## src/rtl/flash_wp_pkg.sv

```systemverilog
package flash_wp_pkg;

  typedef enum logic [2:0] {
    CMD_WREN   = 3'd0,
    CMD_WRDI   = 3'd1,
    CMD_WRSR   = 3'd2,
    CMD_RDSR   = 3'd3,
    CMD_PROG   = 3'd4,
    CMD_SERASE = 3'd5,
    CMD_BERASE = 3'd6,
    CMD_NOP    = 3'd7
  } cmd_e;

  // strobes from control to datapath
  typedef struct packed {
    logic setWel;
    logic clrWel;
    logic loadSr;
    logic arrayReq;  // an array-modifying command arrived
    logic arrayGo;   // it is enabled and must be judged against protection
    logic bulkOp;    // it covers the whole array
  } wpStrobe_t;

endpackage

```

## src/rtl/wp_ctrl.sv

```systemverilog
module wp_ctrl
  import flash_wp_pkg::*;
(
  input  logic       cmdValid,
  input  logic [2:0] cmdCode,
  input  logic       welNow,
  input  logic       srwdNow,
  input  logic       wpPinN,
  output wpStrobe_t  strobe
);

  cmd_e code;
  logic srLocked;

  assign code     = cmd_e'(cmdCode);
  assign srLocked = srwdNow && !wpPinN;

  always_comb begin
    strobe = '0;
    if (cmdValid) begin
      unique case (code)
        CMD_WREN: strobe.setWel = 1'b1;
        CMD_WRDI: strobe.clrWel = 1'b1;
        CMD_WRSR: begin
          strobe.clrWel = welNow;
          strobe.loadSr = welNow && !srLocked;
        end
        CMD_PROG, CMD_SERASE: begin
          strobe.arrayReq = 1'b1;
          strobe.arrayGo  = welNow;
          strobe.clrWel   = welNow;
        end
        CMD_BERASE: begin
          strobe.arrayReq = 1'b1;
          strobe.arrayGo  = welNow;
          strobe.bulkOp   = 1'b1;
          strobe.clrWel   = welNow;
        end
        default: ;
      endcase
    end
  end

endmodule

```

## src/rtl/wp_datapath.sv

```systemverilog
module wp_datapath
  import flash_wp_pkg::*;
#(
  parameter int NumSectors = 512,
  parameter int SecBits    = $clog2(NumSectors),
  parameter int LevelBits  = 4
) (
  input  logic               clk,
  input  logic               rst_n,
  input  wpStrobe_t          strobe,
  input  logic [7:0]         cmdData,
  input  logic [SecBits-1:0] cmdSector,
  output logic [7:0]         statusByte,
  output logic               welNow,
  output logic               srwdNow,
  output logic               opGrant,
  output logic               opDeny
);

  localparam int CntW = SecBits + 1;
  localparam logic [CntW-1:0] TotalCnt = CntW'(NumSectors);

  logic                 welQ, srwdQ, tbSelQ;
  logic [LevelBits-1:0] levelQ;
  logic [CntW-1:0]      protCount;
  logic [31:0]          powCount;
  logic [LevelBits-1:0] shiftAmt;
  logic [CntW-1:0]      secWide;
  logic                 secProt, anyProt, allowed;

  // protected sector count: 0, else min(2^(n-1), NumSectors)
  always_comb begin
    shiftAmt = levelQ - LevelBits'(1);
    powCount = 32'd1 << shiftAmt;
    if (levelQ == '0)
      protCount = '0;
    else if (powCount >= 32'(NumSectors))
      protCount = TotalCnt;
    else
      protCount = powCount[CntW-1:0];
  end

  assign secWide = {1'b0, cmdSector};
  assign secProt = tbSelQ ? (secWide < protCount)
                          : (secWide >= (TotalCnt - protCount));
  assign anyProt = (protCount != '0);
  assign allowed = strobe.bulkOp ? !anyProt : !secProt;

  always_ff @(posedge clk) begin
    if (!rst_n) begin
      welQ    <= 1'b0;
      srwdQ   <= 1'b0;
      tbSelQ  <= 1'b0;
      levelQ  <= '0;
      opGrant <= 1'b0;
      opDeny  <= 1'b0;
    end else begin
      if (strobe.loadSr) begin
        srwdQ  <= cmdData[7];
        tbSelQ <= cmdData[5];
        levelQ <= {cmdData[6], cmdData[4:2]};
      end
      if (strobe.clrWel)
        welQ <= 1'b0;
      else if (strobe.setWel)
        welQ <= 1'b1;
      opGrant <= strobe.arrayGo && allowed;
      opDeny  <= strobe.arrayReq && !(strobe.arrayGo && allowed);
    end
  end

  assign statusByte = {srwdQ, levelQ[3], tbSelQ, levelQ[2:0], welQ, 1'b0};
  assign welNow     = welQ;
  assign srwdNow    = srwdQ;

endmodule

```

## src/rtl/flash_wp_unit.sv

```systemverilog
module flash_wp_unit
  import flash_wp_pkg::*;
#(
  parameter int NumSectors = 512,
  parameter int SecBits    = $clog2(NumSectors)
) (
  input  logic               clk,
  input  logic               rst_n,
  input  logic               cmdValid,
  input  logic [2:0]         cmdCode,
  input  logic [7:0]         cmdData,
  input  logic [SecBits-1:0] cmdSector,
  input  logic               wpPinN,
  output logic [7:0]         statusByte,
  output logic               opGrant,
  output logic               opDeny
);

  wpStrobe_t strobe;
  logic      welNow, srwdNow;

  wp_ctrl u_ctrl (
    .cmdValid (cmdValid),
    .cmdCode  (cmdCode),
    .welNow   (welNow),
    .srwdNow  (srwdNow),
    .wpPinN   (wpPinN),
    .strobe   (strobe)
  );

  wp_datapath #(
    .NumSectors (NumSectors),
    .SecBits    (SecBits),
    .LevelBits  (4)
  ) u_dp (
    .clk        (clk),
    .rst_n      (rst_n),
    .strobe     (strobe),
    .cmdData    (cmdData),
    .cmdSector  (cmdSector),
    .statusByte (statusByte),
    .welNow     (welNow),
    .srwdNow    (srwdNow),
    .opGrant    (opGrant),
    .opDeny     (opDeny)
  );

endmodule

```

## config.mk

```make
export PLATFORM = sky130hd
export DESIGN_NAME = flash_wp_unit
export DESIGN_NICKNAME = d
export VERILOG_FILES = /design/src/rtl/flash_wp_pkg.sv /design/src/rtl/wp_ctrl.sv /design/src/rtl/wp_datapath.sv /design/src/rtl/flash_wp_unit.sv
export SDC_FILE = /design/constraint.sdc
export NUM_CORES = 1
export LEC_CHECK = 0
export BUFFER_PORTS_ARGS = -buffer_cell sky130_fd_sc_hd__clkbuf_2
export CAP_MARGIN = 15
export CORE_MARGIN = 4
export CORE_UTILIZATION = 54
export DETAILED_ROUTE_END_ITERATION = 6
export PLACE_DENSITY_LB_ADDON = 0.2
export SLEW_MARGIN = 10
export SYNTH_ARGS = -nofsm -noshare
export SYNTH_HDL_FRONTEND = slang
export SYNTH_SLANG_ARGS = --single-unit
```

## constraint.sdc

```tcl
create_clock -name clk -period 3.99 [get_ports clk]
set_input_delay 0.798 -clock clk [delete_from_list [all_inputs] [get_ports clk]]
set_output_delay 0.798 -clock clk [all_outputs]
set_load 0.1 [all_outputs]
```

==> results.txt, run 1 <==
The depth of the critical timing path with buffers and inverters included was 12. Clock tree synthesis inserted a total of 3 buffers. The congestion estimate from routability-driven global placement came to 0.837.

Summing the sequential cell areas from Yosys gives 17.2% of the chip area. The power per cell area is 175 mW/mm², and the depth of the most critical reg-to-reg path is 12. Total buffers and inverters traversed by the critical path: 0.

The tools report the remaining global-route overflow as 0. Across every metal layer, demand over resource in global routing totals 20.3%. The share of the synthesized area in the top cell type is 21.5%, and the number of vias in the routed layout is 1017.

The final layout contains routed wiring with a total length of 2370 µm. The share of synthesized flip-flops with an asynchronous set or reset is 0%, and the time the final worst path needs with I/O delays and setup is 2.84 ns. The average instance in the mapped netlist occupies 8.08 µm².

By area the synthesized netlist is led by sky130_fd_sc_hd__ha_1 (21%), sky130_fd_sc_hd__dfxtp_1 (17%), sky130_fd_sc_hd__nor2b_1 (7.2%). Number of max-slew violations in the final report: 0. The max-capacitance violation count was 0.

In the synthesized netlist the dominant register cell turns out to be sky130_fd_sc_hd__dfxtp_1. TritonCTS built the clock tree. Number of buffers inserted by port buffering: 30.

The maximum net fanout on the critical path was 15; the sum of net half-perimeters after detailed placement was 1970 µm. The area growth from synthesis to layout is 15.5%, and the post-CTS setup buffer count is 0. The per-cell routed wire length is 13.1 µm, and the static leakage power is 0.530 nW.

The type of the setup path with the least slack is reg -> reg. The number of enable flip-flop cells after synthesis is 0. The startpoint kind of the worst setup timing path is a register. The instance count of the mapped netlist was 130; the largest net degree at the start of global routing was 18.

The first global-routing pass estimated 4170 µm of wire. The run gives 0 ns as the total negative slack for setup checks. The post-route clock period utilization is 71.2%, and the count of clock tree sinks is 9. The core region is 0.00178 mm². The detailed router finished its first iteration with 11 violations. STA classifies the critical path endpoint as a register.

The largest single stage delay on the critical path is 0.63 ns. For the worst-skew pair, the clock arrives at the later sink with an insertion delay of 0.26 ns. The clock root buffer master is sky130_fd_sc_hd__clkbuf_4.

The initial antenna violation count is 0, and the highest ir drop seen on vdd is 0.154 mV. H-tree depth reported by CTS: 1. In the routed design, unresolved DRC markers number 0.

For the number of gates given a new drive strength after cts, the log shows 0. The tightest hold path in the finished design has a slack of 0.550 ns. The initialized floorplan defines 15 standard-cell rows. The flow ran to the end, and the final reports show no timing, DRC or antenna violations.

The effective utilization at floorplan was 58.9%; the slew at the pin with the worst max-slew slack was 0.565 ns. The number of synthesized register bits is 9. For this run, the share of the core covered by cells in the final layout is 68.0%. At the worst endpoint, the required time is 4.16 ns. Leaving out fill and tap cells, the most frequent cell in the layout is sky130_fd_sc_hd__clkbuf_2.

Across all setup checks in the final design, the least slack found is 1.15 ns. 34 I/O pins were placed. The chip height works out to 52.1 µm.

For the final antenna diode count, the log shows 0. The logs give 1050 µm for the met1 layer wirelength in the final routing and 0.00105 mm² for the post-synthesis cell area. The library cell occupying the most area in the post-synthesis netlist is sky130_fd_sc_hd__ha_1. Of the cells placed in the final design, the portion with a size suffix greater than 1 is 25.0%. Leaving out fill and tap cells, the most frequent cells in the layout are sky130_fd_sc_hd__clkbuf_2 (30), sky130_fd_sc_hd__ha_1 (18), sky130_fd_sc_hd__nor2b_1 (12). The via count normalized by instance count was 5.62; the area enclosed by the die boundary was 0.00271 mm². The number of global-route vias before repair is 999.

The first TritonRoute pass finished after 4 iterations. The clock passes through at most 2 buffers. In the detailed route, the total length drawn on met3 is 188 µm. Based on the critical path, the design can be clocked at up to 0.352 GHz. Setup repair after global routing left no endpoint under its margin.

The number of hold buffers added after CTS was 0. The number of hold violations in the final report came out at 0. Traced cell by cell, the critical path runs through nor2b_1, nand2_1, ha_1, nand2b_1, nor2_1, a22o_1, ha_1, a21oi_1, nor2b_1, o21ai_0, a41o_2, nor4_1.

After detailed routing, the met2 layer carries 1110 µm of wire. The number of cells on the worst hold path works out to 2. Synthesis produced a netlist with a net count of 172. The die width was 52.1 µm.

Path category of the worst min-delay check: reg -> reg. For the worst setup path, the data arrival time is 3.01 ns. The number of nets still failing antenna checks after routing was 0.

The top metal layer carrying routed signals was met4. Measured against its own limit, the worst slew margin works out to 62.2%. The clock-pin slew on the worst setup and hold paths is 0.06 ns, and the distinct cell type count after synthesis is 43.

The number of warnings reported in the yosys synthesis log was 0. Timing analysis after detailed placement gives a worst setup slack of 1.16 ns. In this design, the largest share of critical-path delay is due to simple AND/OR/NAND/NOR gates. The run gives 0.00137 ns as the maximum clock skew at final layout. The cell with the biggest individual delay on the critical path is sky130_fd_sc_hd__dfxtp_1. Setup violations remaining at the end of the flow were counted as 0. For this run, the post-layout net count is 199.
-- synthesized netlist by cell type (all sizes together), types with 2 or more instances --
library cell and count:
nand2b 2, a211oi 2, a21oi 4, nor2b 12, nor4b 2, clkbuf 4, nor2 8, o21ai 10
mux2i 6, inv 6, dfxtp 9, nand3 5, nand2 10, and3 2, ha 18, nor4 2
buf 4
-- logic make-up after synthesis --
logic type      synth area share, %
buf+inv                        6.44
fa+ha+maj                      21.5
other cells                   0.357
compound gates                 18.1
mux                            5.72
flops                          17.2
xor+xnor                       1.67
simple gates                   29.1
-- tightest hold or removal path, delay by kind of cell (launching register included) --
kind               cells  cell delay, ns
and+or+nand+nor        1            0.05
DFF                    1            0.33
AOI/OAI and AO/OA      1            0.12
-- final timing paths --
| path | end | startpoint | slack, ns |
|---|---|---|---|
| hold reg to reg | u_dp.welNow | u_dp.welNow | 0.55 |
| hold / removal | u_dp.welNow | u_dp.welNow | 0.55 |
| setup / recovery | u_dp.opDeny | u_dp.levelQ[0] | 1.15 |
| setup reg to reg | u_dp.opDeny | u_dp.levelQ[0] | 1.15 |
-- power breakdown --
group           total, W  leakage, nW  switching (W)  internal, W
sequential     0.0000913       0.0727    0.000000669    0.0000906
combinational  0.0000500        0.442      0.0000297    0.0000204
clock          0.0000707       0.0150      0.0000321    0.0000386
-- per-stage QoR --
step | instances | power, W | instance area, µm²
floorplan | 130 | 0.000124 | 1050
global placement | 177 | 0.000142 | 1190
detailed placement | 177 | 0.000144 | 1190
CTS | 181 | 0.000215 | 1210
global route | 181 | 0.000226 | 1210
finish | 181 | 0.000212 | 1210
-- layout make-up --
type	count	area [µm²]
Multi-Input combinational cell	107	802
Fill cell	169	571
Sequential cell	9	180
Timing Repair Buffer	30	150
Tap cell	25	31.3
Clock buffer	4	26.3
Inverter	6	22.5
-- state kept, by name (all words and copies together), names as in the netlist --
signal and cells:
u_dp.levelQ 4, u_dp.opDeny 1, u_dp.opGrant 1, u_dp.srwdNow 1
u_dp.tbSelQ 1, u_dp.welNow 1
-- routing by layer --
layer / GRT usage [%] / vias to the layer above
li1: - / 524
met1: 23.0 / 450
met2: 35.8 / 39
met3: 4.30 / 4
met4: 9.61 / 0
met5: 0 / -
(Power assumes the default switching activity.)
==> run 2, diff against run 1 <==
--- a/config.mk
+++ b/config.mk
@@ -5,10 +5,11 @@
 export SDC_FILE = /design/constraint.sdc
 export NUM_CORES = 1
 export LEC_CHECK = 0
+export ABC_AREA = 1
 export BUFFER_PORTS_ARGS = -buffer_cell sky130_fd_sc_hd__clkbuf_2
 export CAP_MARGIN = 15
 export CORE_MARGIN = 4
-export CORE_UTILIZATION = 54
+export CORE_UTILIZATION = 46
 export DETAILED_ROUTE_END_ITERATION = 6
 export PLACE_DENSITY_LB_ADDON = 0.2
 export SLEW_MARGIN = 10
==> constraint.sdc (replaced) <==
create_clock -name clk -period 2.3 [get_ports clk]
set_input_delay 0.46 -clock clk [delete_from_list [all_inputs] [get_ports clk]]
set_output_delay 0.46 -clock clk [all_outputs]
set_load 0.1 [all_outputs]
==> results.txt, run 2 <==
The distinct cell type count after synthesis is 28 (-35%), and the number of filler cells placed in the layout is 213 (+26%). The run gives 175 (+35%) as the instance count of the mapped netlist. The critical path's most frequent cell was sky130_fd_sc_hd__nand2_2. The clock-pin slew on the worst setup and hold paths came out at 0.06 ns (about the same).

The slowest stage of the critical path belongs to the cell sky130_fd_sc_hd__dfxtp_4. Leaving out fill and tap cells, the most frequent cells in the layout are sky130_fd_sc_hd__nand2_1 (32), sky130_fd_sc_hd__inv_1 (30), sky130_fd_sc_hd__clkbuf_2 (30). The average cell area after synthesis works out to 6.21 µm² (-23%).

The commonest cells after synthesis are sky130_fd_sc_hd__nand2_1 (39), sky130_fd_sc_hd__inv_1 (33), sky130_fd_sc_hd__nor2_1 (19), sky130_fd_sc_hd__ha_1 (18), sky130_fd_sc_hd__a21oi_1 (11). For the max-slew headroom at the worst pin, the log shows 45.1% (-17 points). The logs give 0.00146 mm² (+20%) for the final design instance area without fill and 1233 (+21%) for the number of vias in the routed layout.

The number of buffers inserted by port buffering is 30 (unchanged). The tools report the largest net degree at the start of global routing as 13 (-5). The type of the setup path with the least slack is reg -> reg. The static leakage power was 0.772 nW (+46%).

The layout cell share with drive strength beyond 1 was 36.7% (+12 points). The logs give 243 (+34%) for the non-filler instance count after layout and 0 (unchanged) for the number of setup violations in the final report. Post-synthesis cell area: 0.00109 mm² (+3.5%). Combinational family with the most area after synthesis: simple AND/OR/NAND/NOR gates. The initial antenna violation count is 0 (unchanged).

Die width: 56.6 µm (+8.6%). The logs give 2.40 ns (-0.61 ns) for the data arrival time of the critical path and 2710 µm (+14%) for the final wirelength. The share of synthesized cell area in and, or, nand and nor gates is 31.6% (+2.5 points). The number of enable flip-flop cells after synthesis was 0 (unchanged). The peak per-stage delay on the critical path was 0.37 ns (-0.26 ns).

Depth of the most critical reg-to-reg path: 17 (+5). For the maximum clock skew at final layout, the log shows 0.00483 ns (+0.00346 ns). The synthesized design spends more area on one cell type than any other, namely sky130_fd_sc_hd__ha_1. The number of synthesized register bits came out at 9 (unchanged). The share of the core filled with cells in the final layout is 65.2% (-2.8 points), and the adder-cell share of the synthesized area is 20.7% (-0.72 points). The cell sitting at the root of the clock tree is a sky130_fd_sc_hd__clkbuf_4. Start point of the worst hold path: cmdData[5].

Flip-flop count of the largest register, all copies and words added: 4 (unchanged). The number of DRC markers in iteration 0 came out at 26 (+15). Leading cell type in the layout, fill and taps excluded: sky130_fd_sc_hd__nand2_1. The worst register-to-register path ends at u_dp.opGrant. The buffer depth of the longest clock path was 2 (unchanged). The worst hold endpoint is u_dp.tbSelQ. The run gives 48.6% (-10 points) as the effective utilization at floorplan. The run gives 0 (unchanged) as the number of hold violations in the final report.

The tools report the total power after layout as 0.000389 W (+84%). The maximum net fanout on the critical path is 3 (-12). Most frequently used flop master after synthesis: sky130_fd_sc_hd__dfxtp_1.

The run gives 0 (unchanged) as the number of buffers inserted for hold repair after clock tree synthesis. Routability congestion estimate from global placement: 0.881 (+5.2%). The power per cell area is 267 mW/mm² (+53%), and the critical path required time is 2.51 ns (-1.65 ns).

Clock latency reported for the late side of the worst-skew pair: 0.27 ns (about the same). By instance count, the leading cell after synthesis is sky130_fd_sc_hd__nand2_1. The logs give 34 (unchanged) for the count of pins on the block boundary and 1 (unchanged) for the H-tree depth reported by CTS.

The run gives 0.12 ns (-1.03 ns) as the slack of the worst reg-to-reg path. The number of global-route vias before repair was 1169 (+17%). Traced cell by cell, the critical path runs through inv_4, nand2_2, nor2_4, nand2_2, ha_4, buf_4, o22ai_2, ha_1, nand2_2, inv_1, nand3_1, nor2_1, nor2_1, nand4_1, nand3_2, nand2_2, nor2_2. The remaining global-route overflow came out at 0 (unchanged).

TritonCTS built the clock tree. The tools report the area enclosed by the die boundary as 0.00320 mm² (+18%). The worst register-to-register path begins at u_dp.levelQ[2]. The per-cell routed wire length works out to 11.2 µm (-15%).

The tools report the sequential element share of the synthesized area as 16.6% (-0.57 points). The post-route clock period utilization is 94.9% (+24 points). Cell row count: 17 (+2). The sum of net half-perimeters after detailed placement was 2260 µm (+15%). After synthesis, the cell types taking the most area are sky130_fd_sc_hd__ha_1 (21%), sky130_fd_sc_hd__dfxtp_1 (17%), sky130_fd_sc_hd__nand2_1 (13%). The first-pass detailed-route iteration total came out at 4 (unchanged).

Wire length of the first global-routing pass: 4550 µm (+9.1%). The xor-xnor portion of the synthesized cell area was 0.806% (-0.86 points); the share of the synthesized area in the top cell type was 20.7% (-0.72 points). The number of cells on the worst hold path works out to 3 (+1). The tools report the total negative slack for setup checks as 0 ns (unchanged). The endpoint class of the critical path is a register.

The run gives 9 (unchanged) as the count of clock tree sinks. The TritonCTS buffer count is 3 (unchanged). The area growth from synthesis to layout is 34.1%.

The multiplexer fraction of the synthesized cell area is 0% (-5.7 points), and the highest ir drop seen on vdd is 0.312 mV (+100%). Max-capacitance violation count: 0 (unchanged). The time the final worst path needs with I/O delays and setup is 2.18 ns (-0.656 ns). Area of the core: 0.00223 mm² (+25%).

The register with the most flip-flops was u_dp.levelQ. The via count normalized by instance count works out to 5.07 (-9.7%). The flow ran to the end, and the final reports show no timing, DRC or antenna violations. For the final antenna diode count, the log shows 0 (unchanged).

The number of warnings reported in the yosys synthesis log is 0 (unchanged). Startpoint kind of the worst setup timing path: a register. The number of max-slew violations in the final report is 0 (unchanged). The share of synthesized flip-flops with an asynchronous set or reset is 0% (unchanged), and the total cell area at the placement stage is 0.00130 mm² (+9.6%).

The number of nets still failing antenna checks after routing is 0 (unchanged), and the chip height is 56.6 µm (+8.6%). The number of cells in the design after placement was 235 (+33%). The count of unresolved DRC violations after routing is 0 (unchanged), and the number of nets in the layout is 258 (+30%). For the synthesized netlist net count, the log shows 217 (+26%). The run gives 0.458 GHz (+30%) as the maximum frequency from static timing analysis. The path class of the tightest hold or removal check is in -> reg.

The post-synthesis compound-gate area fraction works out to 13.6% (-4.5 points). The combined global-route utilization of all metal layers is 17.6% (-2.7 points), and the slew at the pin with the worst max-slew slack is 0.823 ns (+0.258 ns).
[run 2: cell types whose count changed in the layout (fill, tap and decap cells not counted), moves of 4 or more]
cell                      before  now
sky130_fd_sc_hd__a21oi_1       4   10
sky130_fd_sc_hd__buf_4         0   11
sky130_fd_sc_hd__nor2b_1      12    0
sky130_fd_sc_hd__nand2_1      10   32
sky130_fd_sc_hd__nor2_4        0    6
sky130_fd_sc_hd__nand2_2       0   10
sky130_fd_sc_hd__dfxtp_1       9    5
sky130_fd_sc_hd__mux2i_1       6    0
sky130_fd_sc_hd__inv_1         6   30
sky130_fd_sc_hd__dfxtp_4       0    4
sky130_fd_sc_hd__nor2_1        8   13
sky130_fd_sc_hd__inv_2         0    4
[run 2: area by class of cell]
class	count	area, µm²	share of cell area [%]
clock buffers	4	26.3	1.80
multi-input cells	125	822	56.4
well taps	28	35.0	2.41
flip-flops and latches	9	195	13.4
inverters	35	134	9.19
repair buffers	42	244	16.8
[run 2: how the worst max path moves through the flow]
| stage | startpoint | to | cells after the start |
|---|---|---|---|
| finish | u_dp.levelQ[2] | u_dp.opGrant | 17 |
| global route | u_dp.levelQ[1] | u_dp.opGrant | 17 |
| CTS | u_dp.levelQ[2] | u_dp.opGrant | 18 |
| detailed placement | u_dp.levelQ[1] | u_dp.opGrant | 16 |
| global placement | u_dp.levelQ[1] | u_dp.opGrant | 16 |
| floorplan | u_dp.levelQ[1] | u_dp.opGrant | 17 |
[run 2: layer usage]
metal | vias to the layer above | track usage (%) | routed length, µm
met1 | 560 | 20.0 | 1160
met4 | 0 | 3.39 | 29
met5 | - | 0 | 0
met2 | 33 | 32.7 | 1380
met3 | 4 | 4.60 | 134
li1 | 636 | - | -
[run 2: per-stage QoR]
step / hold WS [ns] / setup WS [ns]
global placement: 0.473 / 0.0232
detailed placement: 0.485 / -0.00516
CTS: 0.473 / 0.0276
floorplan: 0.445 / 0.0221
global route: 0.488 / -0.0206
finish: 0.477 / 0.116
[run 2: cells by family (layout without fill, tap and decap cells)]
logic type,after synthesis,in the layout
AO/OA/AOI/OAI,27,27
XOR/XNOR,1,1
adder cells (fa/ha/maj),18,18
buffers and inverters,41,81
flip-flops,9,9
other,1,1
AND/OR/NAND/NOR,78,78
[run 2: where the power goes]
group / internal (W) / total (W) / switching [W]
logic: 0.0000423 / 0.000109 / 0.0000666
registers: 0.000153 / 0.000154 / 0.00000107
clock network: 0.0000671 / 0.000127 / 0.0000594
[run 2: repair_timing]
action,4_1_cts,5_1_grt
buffers inserted,1,3
gates resized for setup,3,28
pin swaps,2,14
setup endpoints to repair,1,2
[run 2: critical path, delay by kind of cell (launching register included)]
kind | cells | cell delay, ns
and+or+nand+nor | 11 | 0.94
DFF | 1 | 0.37
AOI/OAI and AO/OA | 1 | 0.16
buffers and inverters | 3 | 0.25
adders and majority gates | 2 | 0.44
==> run 3, diff against run 2 <==
--- a/config.mk
+++ b/config.mk
@@ -9,7 +9,8 @@
 export BUFFER_PORTS_ARGS = -buffer_cell sky130_fd_sc_hd__clkbuf_2
 export CAP_MARGIN = 15
 export CORE_MARGIN = 4
-export CORE_UTILIZATION = 46
+export CORE_UTILIZATION = 48
+export CTS_BUF_LIST = sky130_fd_sc_hd__clkbuf_4
 export DETAILED_ROUTE_END_ITERATION = 6
 export PLACE_DENSITY_LB_ADDON = 0.2
 export SLEW_MARGIN = 10
==> results.txt, run 3 (synthesized netlist as in run 2, its figures left out) <==
The tools report the wire length of the first global-routing pass as 4520 µm (-0.77%). The maximum net fanout on the critical path is 3 (unchanged), and the final antenna diode count is 0 (unchanged). Post-route clock period utilization: 93.8% (-1.1 points).

The H-tree depth reported by CTS is 1 (unchanged). The tools report the area enclosed by the die boundary as 0.00309 mm² (-3.6%). The TritonCTS buffer count was 3 (unchanged); the area growth from synthesis to layout was 24.9%. Start point of the critical path: u_dp.levelQ[2]. For the maximum clock skew at final layout, the log shows 0.00378 ns (-0.00105 ns).

The clock latency reported for the late side of the worst-skew pair is 0.26 ns (about the same), and the layout cell share with drive strength beyond 1 is 30.6% (-6.1 points). Combined global-route utilization of all metal layers: 17.3% (-0.34 points). The via count normalized by instance count was 4.94 (-2.6%); the first-pass detailed-route iteration total was 4 (unchanged). The number of cells in the design after placement was 232 (-1.3%); the largest net degree at the start of global routing was 13 (unchanged). The run gives 194 (-8.9%) as the number of filler cells placed in the layout. The run finished with clean final reports. Count of clock tree sinks: 9 (unchanged).

STA classifies the critical path endpoint as a register. The die width is 55.6 µm (-1.8%). The clock-pin slew on the worst setup and hold paths works out to 0.06 ns (about the same).

The placement-stage worst setup slack was 0.0412 ns (+0.0464 ns). The critical path's most frequent cell was sky130_fd_sc_hd__nor2_1. The number of setup violations in the final report came out at 0 (unchanged). TritonCTS built the clock tree. Number of nets still failing antenna checks after routing: 0 (unchanged). The remaining global-route overflow came out at 0 (unchanged). The time the final worst path needs with I/O delays and setup was 2.16 ns (-0.0256 ns); the number of nets in the layout was 252 (-2.3%). The flip-flop count of the largest register, all copies and words added came out at 4 (unchanged). Setup repair after global routing left no endpoint under its margin. Routability congestion estimate from global placement: 0.869 (-1.3%). The number of DRC markers in iteration 0 was 49 (+88%); the buffer depth of the longest clock path was 2 (unchanged).

The type of the setup path with the least slack was reg -> reg. Leaving out fill and tap cells, the most frequent cells in the layout are sky130_fd_sc_hd__nand2_1 (36), sky130_fd_sc_hd__inv_1 (31), sky130_fd_sc_hd__clkbuf_2 (30). Number of buffers inserted by port buffering: 30 (unchanged).

Walking the worst path, the cells encountered are inv_2, nand2_2, nor2_4, nand2_2, ha_2, buf_4, o22ai_1, ha_1, nand2_1, inv_1, nand3_1, nor2_1, nor2_1, nand4_1, nand3_1, nand2_1, nor2_1. The register with the most flip-flops is u_dp.levelQ. The smallest setup slack after layout came out at 0.142 ns (+0.0256 ns).

The library cell used most frequently in the layout, excluding fill and tap cells, is sky130_fd_sc_hd__nand2_1. The number of global-route vias before repair is 1110 (-5.0%), and the max-slew headroom at the worst pin is 46.6% (+1.6 points). The logs give 2530 µm (-6.7%) for the final wirelength and 0.00206 mm² (-7.7%) for the area of the core.

The slew at the pin with the worst max-slew slack was 0.800 ns (-0.0234 ns). The root buffer cell chosen for the clock tree is sky130_fd_sc_hd__clkbuf_4. The worst setup path is launched from a register.

The run gives 0 (unchanged) as the initial antenna violation count. Number of max-slew violations in the final report: 0 (unchanged). The chip height works out to 55.6 µm (-1.8%). The non-filler instance count after layout is 236 (-2.9%). The count of unresolved DRC violations after routing was 0 (unchanged). Data arrival time of the critical path: 2.36 ns (-0.04 ns). The path category of the worst min-delay check is in -> reg. The peak per-stage delay on the critical path works out to 0.36 ns (about the same).

The total negative slack for setup checks came out at 0 ns (unchanged). The max-capacitance violation count was 0 (unchanged); the count of pins on the block boundary was 34 (unchanged). In this run the critical register-to-register path is launched from u_dp.levelQ[2]. The highest ir drop seen on vdd is 0.384 mV (+23%). The start point of the worst hold path was cmdData[6].

The number of vias in the routed layout was 1166 (-5.4%); the cell row count was 16 (-1). The tools report the number of hold violations in the final report as 0 (unchanged). The per-cell routed wire length was 10.7 µm (-3.9%); the number of buffers inserted for hold repair after clock tree synthesis was 0 (unchanged).

The static leakage power came out at 0.738 nW (-4.4%). The sum of net half-perimeters after detailed placement came out at 2230 µm (-1.6%). The power per cell area was 290 mW/mm² (+8.4%). The logs give 2.50 ns (about the same) for the critical path required time and 0.463 GHz (+1.2%) for the maximum frequency from static timing analysis. The run gives 52.7% (+4.0 points) as the effective utilization at floorplan. The cell with the biggest individual delay on the critical path is sky130_fd_sc_hd__dfxtp_4.
## run 3: final timing paths
kind               endpoint  slack [ns]  cells past startpoint
max            u_dp.opGrant        0.14                     17
min          u_dp.levelQ[3]        0.47                      3
max reg2reg    u_dp.opGrant        0.14                     17
min reg2reg  u_dp.levelQ[1]        0.49                      2
## run 3: per-stage QoR
stage	util, %	area (µm²)	hold slack, ns	power (W)
after global placement	62.3	1280	0.477	0.000257
after global routing	65.8	1360	0.486	0.000422
after detailed placement	62.3	1280	0.488	0.000262
after floorplan	-	1100	0.445	0.000228
after CTS	63.7	1310	0.465	0.000397
final	65.8	1360	0.467	0.000393
## run 3: layout make-up
cell class	count	area (µm²)	share of cell area (%)
inverter	35	131	9.69
timing repair buffer	36	195	14.4
clock buffer	4	30.0	2.21
multi-input combinational	125	771	56.8
tap	27	33.8	2.49
sequential	9	195	14.4
## run 3: critical path: cells and delay by family, from the launching register on
kind	cells	cell delay, ns
flops	1	0.36
buf+inv	3	0.25
compound gates	1	0.17
simple gates	11	0.90
fa+ha+maj	2	0.43
## run 3: power by group
part	total (W)	switching, W	internal (W)
sequential	0.000154	0.00000107	0.000153
combinational	0.000107	0.0000658	0.0000414
clock	0.000132	0.0000534	0.0000785
## run 3: repair_timing
item	CTS	global route
setup buffers	0	0
gates resized for setup	0	13
setup endpoints to repair	0	2
## run 3: per-layer routing
layer,part of all wire (%),vias to the layer above,wire [µm],global-route usage (%)
li1,-,622,-,-
met1,46,512,1170,22.1
met2,49,32,1230,30.6
met3,5.0,0,126,3.26
met4,0,0,0,2.08
met5,0,-,0,0
